$ cat src/rtl/segxlat_pkg.sv
package segxlat_pkg;

    typedef enum logic [1:0] {
        CAUSE_NONE = 2'b00,
        CAUSE_SEG  = 2'b01,
        CAUSE_LIM  = 2'b10,
        CAUSE_PERM = 2'b11
    } cause_e;

    typedef enum logic [1:0] {
        ACC_RD  = 2'b00,
        ACC_WR  = 2'b01,
        ACC_EX  = 2'b10,
        ACC_RSV = 2'b11
    } acc_e;

    localparam int PERM_W  = 3;
    localparam int PERM_RD = 0;
    localparam int PERM_WR = 1;
    localparam int PERM_EX = 2;

    function automatic logic perm_allows(input logic [1:0] acc, input logic [PERM_W-1:0] perm);
        logic ok;
        case (acc)
            ACC_RD:  ok = perm[PERM_RD];
            ACC_WR:  ok = perm[PERM_WR];
            ACC_EX:  ok = perm[PERM_EX];
            default: ok = 1'b0;
        endcase
        return ok;
    endfunction

endpackage

$ cat src/rtl/segxlat_table.sv
module segxlat_table
    import segxlat_pkg::*;
#(
    parameter int SEG_W = 3,
    parameter int PA_W  = 16,
    parameter int LIM_W = 13,
    localparam int NSEG  = 1 << SEG_W,
    localparam int LEN_W = SEG_W + 1
) (
    input  logic              clk,
    input  logic              rst_n,
    input  logic              wr_en,
    input  logic [SEG_W-1:0]  wr_idx,
    input  logic [PA_W-1:0]   wr_base,
    input  logic [LIM_W-1:0]  wr_limit,
    input  logic [PERM_W-1:0] wr_perm,
    input  logic              wr_valid,
    input  logic              len_we,
    input  logic [LEN_W-1:0]  len_val,
    input  logic [SEG_W-1:0]  rd_idx,
    output logic [PA_W-1:0]   rd_base,
    output logic [LIM_W-1:0]  rd_limit,
    output logic [PERM_W-1:0] rd_perm,
    output logic              rd_valid,
    output logic [LEN_W-1:0]  len_q
);

    typedef struct packed {
        logic              valid;
        logic [PERM_W-1:0] perm;
        logic [LIM_W-1:0]  limit;
        logic [PA_W-1:0]   base;
    } slot_t;

    slot_t slots_q [NSEG];

    for (genvar i = 0; i < NSEG; i++) begin : g_slot
        slot_t slot_d, slot_q;

        always_comb begin
            slot_d = slot_q;
            if (wr_en && (wr_idx == SEG_W'(i))) begin
                slot_d.valid = wr_valid;
                slot_d.perm  = wr_perm;
                slot_d.limit = wr_limit;
                slot_d.base  = wr_base;
            end
        end

        always_ff @(posedge clk or negedge rst_n) begin
            if (!rst_n) slot_q <= '0;
            else        slot_q <= slot_d;
        end

        assign slots_q[i] = slot_q;
    end

    logic [LEN_W-1:0] len_d;

    always_comb begin
        len_d = len_q;
        if (len_we) len_d = len_val;
    end

    always_ff @(posedge clk or negedge rst_n) begin
        if (!rst_n) len_q <= '0;
        else        len_q <= len_d;
    end

    slot_t sel;
    assign sel      = slots_q[rd_idx];
    assign rd_base  = sel.base;
    assign rd_limit = sel.limit;
    assign rd_perm  = sel.perm;
    assign rd_valid = sel.valid;

endmodule

$ cat src/rtl/segxlat_check.sv
module segxlat_check
    import segxlat_pkg::*;
#(
    parameter int SEG_W = 3,
    parameter int OFS_W = 12,
    parameter int PA_W  = 16,
    localparam int LIM_W = OFS_W + 1,
    localparam int LEN_W = SEG_W + 1
) (
    input  logic [SEG_W-1:0]  seg,
    input  logic [OFS_W-1:0]  ofs,
    input  logic [1:0]        acc,
    input  logic [LEN_W-1:0]  len,
    input  logic [PA_W-1:0]   base,
    input  logic [LIM_W-1:0]  limit,
    input  logic [PERM_W-1:0] perm,
    input  logic              present,
    output logic              trap,
    output logic [1:0]        cause,
    output logic [PA_W-1:0]   paddr
);

    logic   seg_bad, lim_bad, perm_bad;
    cause_e why;

    assign seg_bad  = ({1'b0, seg} >= len) || !present;
    assign lim_bad  = ({1'b0, ofs} >= limit);
    assign perm_bad = !perm_allows(acc, perm);

    always_comb begin
        if (seg_bad)       why = CAUSE_SEG;
        else if (lim_bad)  why = CAUSE_LIM;
        else if (perm_bad) why = CAUSE_PERM;
        else               why = CAUSE_NONE;
    end

    assign trap  = (why != CAUSE_NONE);
    assign cause = why;
    assign paddr = base + PA_W'(ofs);

endmodule

$ cat src/rtl/segxlat_top.sv
module segxlat_top
    import segxlat_pkg::*;
#(
    parameter int SEG_W = 3,
    parameter int OFS_W = 12,
    parameter int PA_W  = 16
) (
    input  logic             clk,
    input  logic             rst_n,
    input  logic             cfg_ent_we,
    input  logic [SEG_W-1:0] cfg_ent_idx,
    input  logic [PA_W-1:0]  cfg_ent_base,
    input  logic [OFS_W:0]   cfg_ent_limit,
    input  logic [2:0]       cfg_ent_perm,
    input  logic             cfg_ent_valid,
    input  logic             cfg_len_we,
    input  logic [SEG_W:0]   cfg_len_val,
    input  logic             req_valid,
    input  logic [SEG_W-1:0] req_seg,
    input  logic [OFS_W-1:0] req_ofs,
    input  logic [1:0]       req_acc,
    output logic             rsp_valid,
    output logic             rsp_trap,
    output logic [1:0]       rsp_cause,
    output logic [PA_W-1:0]  rsp_paddr
);

    localparam int LIM_W = OFS_W + 1;
    localparam int LEN_W = SEG_W + 1;

    typedef struct packed {
        logic            valid;
        logic            trap;
        logic [1:0]      cause;
        logic [PA_W-1:0] paddr;
    } rsp_t;

    logic [PA_W-1:0]   ent_base;
    logic [LIM_W-1:0]  ent_limit;
    logic [PERM_W-1:0] ent_perm;
    logic              ent_present;
    logic [LEN_W-1:0]  tbl_len;

    segxlat_table #(.SEG_W(SEG_W), .PA_W(PA_W), .LIM_W(LIM_W)) u_table (
        .clk      (clk),
        .rst_n    (rst_n),
        .wr_en    (cfg_ent_we),
        .wr_idx   (cfg_ent_idx),
        .wr_base  (cfg_ent_base),
        .wr_limit (cfg_ent_limit),
        .wr_perm  (cfg_ent_perm),
        .wr_valid (cfg_ent_valid),
        .len_we   (cfg_len_we),
        .len_val  (cfg_len_val),
        .rd_idx   (req_seg),
        .rd_base  (ent_base),
        .rd_limit (ent_limit),
        .rd_perm  (ent_perm),
        .rd_valid (ent_present),
        .len_q    (tbl_len)
    );

    logic            chk_trap;
    logic [1:0]      chk_cause;
    logic [PA_W-1:0] chk_paddr;

    segxlat_check #(.SEG_W(SEG_W), .OFS_W(OFS_W), .PA_W(PA_W)) u_check (
        .seg     (req_seg),
        .ofs     (req_ofs),
        .acc     (req_acc),
        .len     (tbl_len),
        .base    (ent_base),
        .limit   (ent_limit),
        .perm    (ent_perm),
        .present (ent_present),
        .trap    (chk_trap),
        .cause   (chk_cause),
        .paddr   (chk_paddr)
    );

    rsp_t rsp_d, rsp_q;

    always_comb begin
        rsp_d = '0;
        if (req_valid) begin
            rsp_d.valid = 1'b1;
            rsp_d.trap  = chk_trap;
            rsp_d.cause = chk_cause;
            rsp_d.paddr = chk_trap ? '0 : chk_paddr;
        end
    end

    always_ff @(posedge clk or negedge rst_n) begin
        if (!rst_n) rsp_q <= '0;
        else        rsp_q <= rsp_d;
    end

    assign rsp_valid = rsp_q.valid;
    assign rsp_trap  = rsp_q.trap;
    assign rsp_cause = rsp_q.cause;
    assign rsp_paddr = rsp_q.paddr;

endmodule

$ cat config.mk
export PLATFORM = sky130hd
export DESIGN_NAME = segxlat_top
export DESIGN_NICKNAME = d
export VERILOG_FILES = /design/src/rtl/segxlat_pkg.sv /design/src/rtl/segxlat_table.sv /design/src/rtl/segxlat_check.sv /design/src/rtl/segxlat_top.sv
export SDC_FILE = /design/constraint.sdc
export NUM_CORES = 1
export LEC_CHECK = 0
export BUFFER_PORTS_ARGS = -buffer_cell sky130_fd_sc_hd__buf_2
export CAP_MARGIN = 20
export CORE_UTILIZATION = 55
export CTS_CLUSTER_SIZE = 30
export DETAILED_ROUTE_END_ITERATION = 6
export PLACE_DENSITY_LB_ADDON = 0.08
export SETUP_SLACK_MARGIN = 0.15
export SYNTH_ARGS = -nofsm -noshare
export SYNTH_HDL_FRONTEND = slang
export SYNTH_SLANG_ARGS = --single-unit
$ cat constraint.sdc
create_clock -name clk -period 2.6 [get_ports clk]
set_clock_uncertainty 0.1 [all_clocks]
set_input_delay 0.26 -clock clk [delete_from_list [all_inputs] [get_ports clk]]
set_output_delay 0.26 -clock clk [all_outputs]
set_load 0.005 [all_outputs]
==> flow_metrics.env, run 1 <==
export IMPL_status="complete, but fails checks"
export IMPL_violations="setup timing"
export IMPL_dr_wl_met3_um=1370
export IMPL_die_y_um=159
export IMPL_place_port_buffers=81
export IMPL_hold_viol_final=0
export IMPL_syn_nets=960
export IMPL_ys_async_sr_fraction_pct=100
export IMPL_final_util_pct=68.1
export IMPL_ys_types=54
export IMPL_cap_violations=0
export IMPL_critPathCapture="rsp_paddr[10]$_DFF_PN0_"
export IMPL_grt_max_degree=85
export IMPL_avgSynthCellArea_um2=15.6
export IMPL_arrival_ns=3.31
export IMPL_synth_top_cell_by_area="dfrtp_1"
export IMPL_p_clk_share_pct=31.4
export IMPL_grt_setup_unrepaired="true"
export IMPL_timing_rr_end="rsp_paddr[10]$_DFF_PN0_"
export IMPL_drt_iter0_drc=493
export IMPL_synth_flop_cell="dfrtp_1"
export IMPL_wire_per_inst_um=22.6
export IMPL_place_inst=1309
export IMPL_tightest_slew_ns=0.683
export IMPL_ir_drop_v=0.000594
export IMPL_seq_area_frac_synth_pct=53.1
export IMPL_coreArea_um2=24200
export IMPL_clkSinkCount=288
export IMPL_cts_buffer_depth=3
export IMPL_grt_pass1_vias=9234
export IMPL_crit_fanout=8
export IMPL_synth_edff_count=0
export IMPL_num_vias=8332
export IMPL_drive_gt1_share_pct=52.8
export IMPL_initial_utilization_pct=56.0
export IMPL_synth_cells=870
export IMPL_rr_worst_depth=12
export IMPL_setup_ws_ns=-0.333
export IMPL_cts_reportedPaths_clkPinSlew_ns=0.06
export IMPL_powerDensity_nw_per_um2=801
export IMPL_cp_start_kind="flip-flop"
export IMPL_die_area_um2=25300
export IMPL_cts_buffers=31
export IMPL_synth_seq_cells=288
export IMPL_p_int_w=0.00978
export IMPL_combPwrFrac_pct=24.0
export IMPL_crit_path_start="u_table.g_slot[3].slot_q[16]$_DFFE_PN0P_"
export IMPL_route_met2_wl_um=15800
export IMPL_routabilityCongestion=0.865
export IMPL_netlist_top_cells_count="dfrtp_1, mux2_2, mux4_2"
export IMPL_pwr_share_seq_pct=44.6
export IMPL_h_tree_depth=1
export IMPL_drt_pass1_iter_count=4
export IMPL_slew_limit_headroom_pct=54.4
export IMPL_wirelength_um=32000
export IMPL_setup_viol=19
export IMPL_p_sw_share_pct=26.1
export IMPL_timing_rr_start="u_table.g_slot[3].slot_q[16]$_DFFE_PN0P_"
export IMPL_synth_top_area_share_pct=53.1
export IMPL_hpwl_um=20500
export IMPL_post_route_period_util_pct=113
export IMPL_insertion_delay_ns=0.56
export IMPL_crit_type="flip-flop to flip-flop"
export IMPL_rrSetupSlack_ns=-0.33
export IMPL_stdcell_area_um2=16500
export IMPL_syn_area_um2=13600
export IMPL_ant_nets=0
export IMPL_num_rows=57
export IMPL_antenna_found_initial=1
export IMPL_period_needed_ns=2.93
export IMPL_syn_to_final_growth_pct=21.7
export IMPL_yosys_warnings=0
export IMPL_vias_per_cell=5.89
export IMPL_die_w_um=159
export IMPL_worstPathRequired_ns=2.98
export IMPL_hp_class="input port to flip-flop"
export IMPL_final_nets=1158
export IMPL_finalNonFillerCells=1414
export IMPL_wl_met1_um=14300
export IMPL_p_sw_w=0.00345
export IMPL_grt_pass1_wl_um=51500
export IMPL_hold_slack_ns=0.0649
export IMPL_critPathCaptureType="flip-flop"
export IMPL_highest_layer="met4"
export IMPL_fmax_ghz=0.341
export IMPL_grt_total_usage_pct=26.2
export IMPL_root_buffer="clkbuf_16"
export IMPL_io_pins=82
export IMPL_grt_ovfl_total=0
export IMPL_yosysMostFrequentCell="dfrtp_1"
export IMPL_p_leak_nw=7.33
export IMPL_fillers=1656
export IMPL_dpl_instance_area_um2=15000
export IMPL_drc=0
export IMPL_slew_violations=0
export IMPL_cts_tree="done"
export IMPL_synth_area_top_cells="dfrtp_1, mux2_2, mux4_2"
==> metrics by stage <==
stage / setup slack [ns] / power, W / TNS [ns]
5_1_grt: -0.435 / 0.0139 / -7.12
4_1_cts: -0.348 / 0.0133 / -5.14
2_1_floorplan: -0.546 / 0.00787 / -8.34
3_3_place_gp: -0.587 / 0.00875 / -10.09
3_5_place_dp: -0.667 / 0.00899 / -10.50
6_report: -0.333 / 0.0132 / -5.08
==> cell usage in the layout, fill, tap and decap left out, drive strengths merged, types with 6 or more instances in the layout <==
cell,synthesis,layout
nand2,16,16
mux4,66,66
mux2,279,279
nor2,15,15
and2,11,11
inv,10,12
dlygate4sd3,0,45
clkbuf,28,48
nor3,6,6
xnor2,8,8
a21oi,10,10
mux2i,18,18
buf,20,168
o21ai,7,7
dfrtp,288,288
ha,27,27
==> power groups by stage <==
| stage | sequential [W] | clock, W | combinational [W] |
|---|---|---|---|
| finish | 0.00590 | 0.00416 | 0.00317 |
| global route | 0.00600 | 0.00442 | 0.00343 |
| CTS | 0.00589 | 0.00423 | 0.00315 |
| detailed placement | 0.00596 | 0 | 0.00302 |
| global placement | 0.00587 | 0 | 0.00288 |
| floorplan | 0.00577 | 0 | 0.00210 |
==> worst min path at each step <==
| stage | startpoint | to | cells past startpoint |
|---|---|---|---|
| 6_report | req_ofs[0] | rsp_paddr[0]$_DFF_PN0_ | 3 |
| 5_1_grt | req_ofs[0] | rsp_paddr[0]$_DFF_PN0_ | 3 |
| 4_1_cts | req_ofs[0] | rsp_paddr[0]$_DFF_PN0_ | 3 |
| 3_5_place_dp | rst_n | u_table.g_slot[1].slot_q[7]$_DFFE_PN0P_ | 1 |
| 3_3_place_gp | rst_n | u_table.g_slot[1].slot_q[7]$_DFFE_PN0P_ | 1 |
| 2_1_floorplan | rst_n | rsp_cause[0]$_DFF_PN0_ | 0 |
==> logic make-up (layout without fill, tap and decap cells) <==
| group | Yosys count | in the layout | share of synthesized area [%] |
|---|---|---|---|
| buf+inv | 58 | 277 | 2.32 |
| flops | 288 | 288 | 53.1 |
| simple gates | 77 | 77 | 3.07 |
| mux | 363 | 363 | 35.7 |
| xor+xnor | 10 | 10 | 0.645 |
| fa+ha+maj | 28 | 28 | 2.64 |
| other cells | 0 | 1 | 0 |
| compound gates | 46 | 46 | 2.49 |
==> sequential cells by signal, indices dropped and copies added (netlist names) <==
| signal | count |
|---|---|
| rsp_trap | 1 |
| rsp_cause | 2 |
| u_table.len_q | 4 |
| rsp_valid | 1 |
| u_table.g_slot.slot_q | 264 |
| rsp_paddr | 16 |
==> critical path, stage by stage, from the launching register on <==
cell and delay, ns:
dfrtp_1 0.39, mux4_2 0.48, mux2_4 0.30, ha_4 0.23, nand2b_4 0.13, a211oi_2 0.20
nor4_2 0.09, o31ai_2 0.18, buf_4 0.15, nor3b_4 0.18, buf_4 0.14, buf_12 0.11
o2111a_1 0.18
==> repair_timing <==
action,CTS,global route
hold endpoints to repair,473,0
setup endpoints to repair,19,19
setup buffers,3,1
gates resized for setup,6,10
hold buffers,45,0
gates cloned,1,0
pin swaps,3,5
==> layout make-up <==
cell class,instances,area [um^2],share of cell area (%)
Antenna cell,1,2.50,0.0151
Clock buffer,48,930,5.63
Clock inverter,6,40.0,0.242
Inverter,10,37.5,0.227
Multi-Input combinational cell,524,6180,37.4
Sequential cell,288,7210,43.6
Tap cell,324,405,2.45
Timing Repair Buffer,213,1720,10.4
==> routing by layer <==
metal / up-vias / GRT usage, %
li1: 3670 / -
met1: 4437 / 37.4
met2: 188 / 43.4
met3: 37 / 3.13
met4: 0 / 5.64
met5: - / 0
Note: power is estimated with default switching activity, not from simulation.
==> inputs of run 2 (changes only) <==
Settings changed: SKIP_CTS_REPAIR_TIMING set to 1.
==> run 2 against run 1 <==
The flow still finishes with violations (setup timing). Die area unchanged. Clock power about the same. Combinational power about the same. Critical path depth unchanged. Utilization decreased by 0.15 points. Worst hold slack got worse by 0.0014 ns. Design area decreased by 0.23%. Routed wire length about the same. Largest power group unchanged.
==> flow_metrics.env, run 2 (same netlist as run 1, synthesis figures left out) <==
export IMPL_status="complete, but fails checks"
export IMPL_violations="setup timing"
export IMPL_crit_type="flip-flop to flip-flop"
export IMPL_vias_per_cell=5.88
export IMPL_hpwl_um=20500
export IMPL_slew_limit_headroom_pct=55.8
export IMPL_die_w_um=159
export IMPL_cp_common_cell="buf_4"
export IMPL_grt_pass1_wl_um=50300
export IMPL_slew_violations=0
export IMPL_finalNonFillerCells=1414
export IMPL_hold_viol_final=0
export IMPL_stdcell_area_um2=16500
export IMPL_place_port_buffers=81
export IMPL_ir_drop_v=0.000595
export IMPL_hp_class="input port to flip-flop"
export IMPL_p_leak_nw=7.32
export IMPL_fillers=1669
export IMPL_drive_gt1_share_pct=52.4
export IMPL_drc=0
export IMPL_cts_buffer_depth=3
export IMPL_insertion_delay_ns=0.56
export IMPL_root_buffer="clkbuf_16"
export IMPL_grtUsageMet3_pct=3.52
export IMPL_cap_violations=0
export IMPL_hold_slack_ns=0.0635
export IMPL_layout_commonest_cell="dfrtp_1"
export IMPL_dpl_instance_area_um2=15000
export IMPL_setup_ws_ns=-0.404
export IMPL_die_y_um=159
export IMPL_fmax_ghz=0.333
export IMPL_syn_to_final_growth_pct=21.5
export IMPL_die_area_um2=25300
export IMPL_met2_usage_pct=42.1
export IMPL_wire_per_inst_um=22.7
export IMPL_crit_path_cell_trace="mux4_2, mux2_2, ha_1, nand2b_1, a211oi_2, nor4_1, o31ai_2, buf_4, nor3b_4, buf_4, buf_12, o2111a_1"
export IMPL_powerDensity_nw_per_um2=801
export IMPL_use_met1_pct=36.7
export IMPL_grt_pass1_vias=8947
export IMPL_tightest_slew_ns=0.664
export IMPL_antenna_found_initial=1
export IMPL_largest_register_ffs=264
export IMPL_grt_max_degree=85
export IMPL_final_cell_mix="dfrtp_1, mux2_2, buf_2"
export IMPL_routabilityCongestion=0.865
export IMPL_coreArea_um2=24200
export IMPL_initial_utilization_pct=56.0
export IMPL_post_route_period_util_pct=116
export IMPL_cts_buffers=31
export IMPL_cts_tree="done"
export IMPL_drt_iter0_drc=484
export IMPL_grt_setup_unrepaired="true"
export IMPL_cts_reportedPaths_clkPinSlew_ns=0.06
export IMPL_period_needed_ns=3.00
export IMPL_final_nets=1158
export IMPL_wirelength_um=32000
export IMPL_multi_input_area_um2=6140
export IMPL_io_pins=82
export IMPL_num_vias=8315
export IMPL_crit_fanout=8
export IMPL_arrival_ns=3.38
export IMPL_worstPathRequired_ns=2.98
export IMPL_grt_total_usage_pct=25.6
export IMPL_grt_busiest_layer="met2"
export IMPL_drt_pass1_iter_count=4
export IMPL_clkSinkCount=288
export IMPL_setup_viol=19
export IMPL_top_register="u_table.g_slot.slot_q"
export IMPL_ant_nets=0
export IMPL_cp_start_kind="flip-flop"
export IMPL_final_util_pct=68.0
export IMPL_h_tree_depth=1
export IMPL_crit_slowest_cell="mux4_2"
export IMPL_place_inst=1309
export IMPL_critPathCaptureType="flip-flop"
export IMPL_num_rows=57
export IMPL_grt_ovfl_total=0
export IMPL_ff_latch_area_um2=7210
export IMPL_max_stage_delay_ns=0.47
## run 2: changes by cell type in the layout (fill, tap and decap cells not counted)
cell,previous run,this run
and3_1,2,3
mux2_4,1,0
nor4_2,1,0
mux2_2,278,279
nand2b_4,1,0
ha_4,2,1
nor4_1,0,1
and3_4,1,0
clkbuf_16,31,32
buf_16,1,0
nand2b_1,4,5
ha_1,25,26
## run 2: final timing paths
kind	startpoint	to	slack, ns	cells past startpoint
setup / recovery	u_table.g_slot[2].slot_q[16]$_DFFE_PN0P_	rsp_paddr[10]$_DFF_PN0_	-0.40	12
min in group asynchronous	rst_n	u_table.g_slot[5].slot_q[7]$_DFFE_PN0P_	0.13	2
hold reg to reg	u_table.g_slot[5].slot_q[15]$_DFFE_PN0P_	u_table.g_slot[5].slot_q[15]$_DFFE_PN0P_	0.40	1
hold / removal	req_ofs[0]	rsp_paddr[0]$_DFF_PN0_	0.06	3
setup reg to reg	u_table.g_slot[2].slot_q[16]$_DFFE_PN0P_	rsp_paddr[10]$_DFF_PN0_	-0.40	12
max in group asynchronous	rst_n	u_table.g_slot[0].slot_q[22]$_DFFE_PN0P_	1.44	3
## run 2: final cells by class
cell class / instances / share of cell area, %
sequential: 288 / 43.7
multi-input combinational: 524 / 37.3
timing repair buffer: 213 / 10.4
clock buffer: 48 / 5.64
tap: 324 / 2.46
clock inverter: 6 / 0.243
inverter: 10 / 0.228
antenna: 1 / 0.0152
## run 2: worst max-delay path: cells and delay by family, from the launching register on
kind | cells | cell delay (ns)
AO/OA/AOI/OAI | 3 | 0.59
multiplexers | 2 | 0.75
flip-flops | 1 | 0.39
buffers and inverters | 3 | 0.41
AND/OR/NAND/NOR | 3 | 0.42
adder cells (fa/ha/maj) | 1 | 0.26
## run 2: layer usage
layer  part of all wire [%]  wire [um]
met5                      0          0
met4                    1.6        524
met3                    3.9       1250
met2                     49      15800
met1                     45      14400
## run 2: through the flow
stage                     worst slack [ns]  setup TNS, ns  power, W
after CTS                           -0.357          -5.21    0.0132
after global routing                -0.475          -7.75    0.0138
after global placement              -0.587         -10.09   0.00875
after floorplan                     -0.546          -8.34   0.00787
final                               -0.404          -6.20    0.0132
after detailed placement            -0.667         -10.50   0.00899
## run 2: where the power goes
| group | total [W] | switching (W) | internal (W) |
|---|---|---|---|
| clock network | 0.00416 | 0.00172 | 0.00244 |
| logic | 0.00315 | 0.00125 | 0.00190 |
| registers | 0.00590 | 0.000477 | 0.00542 |
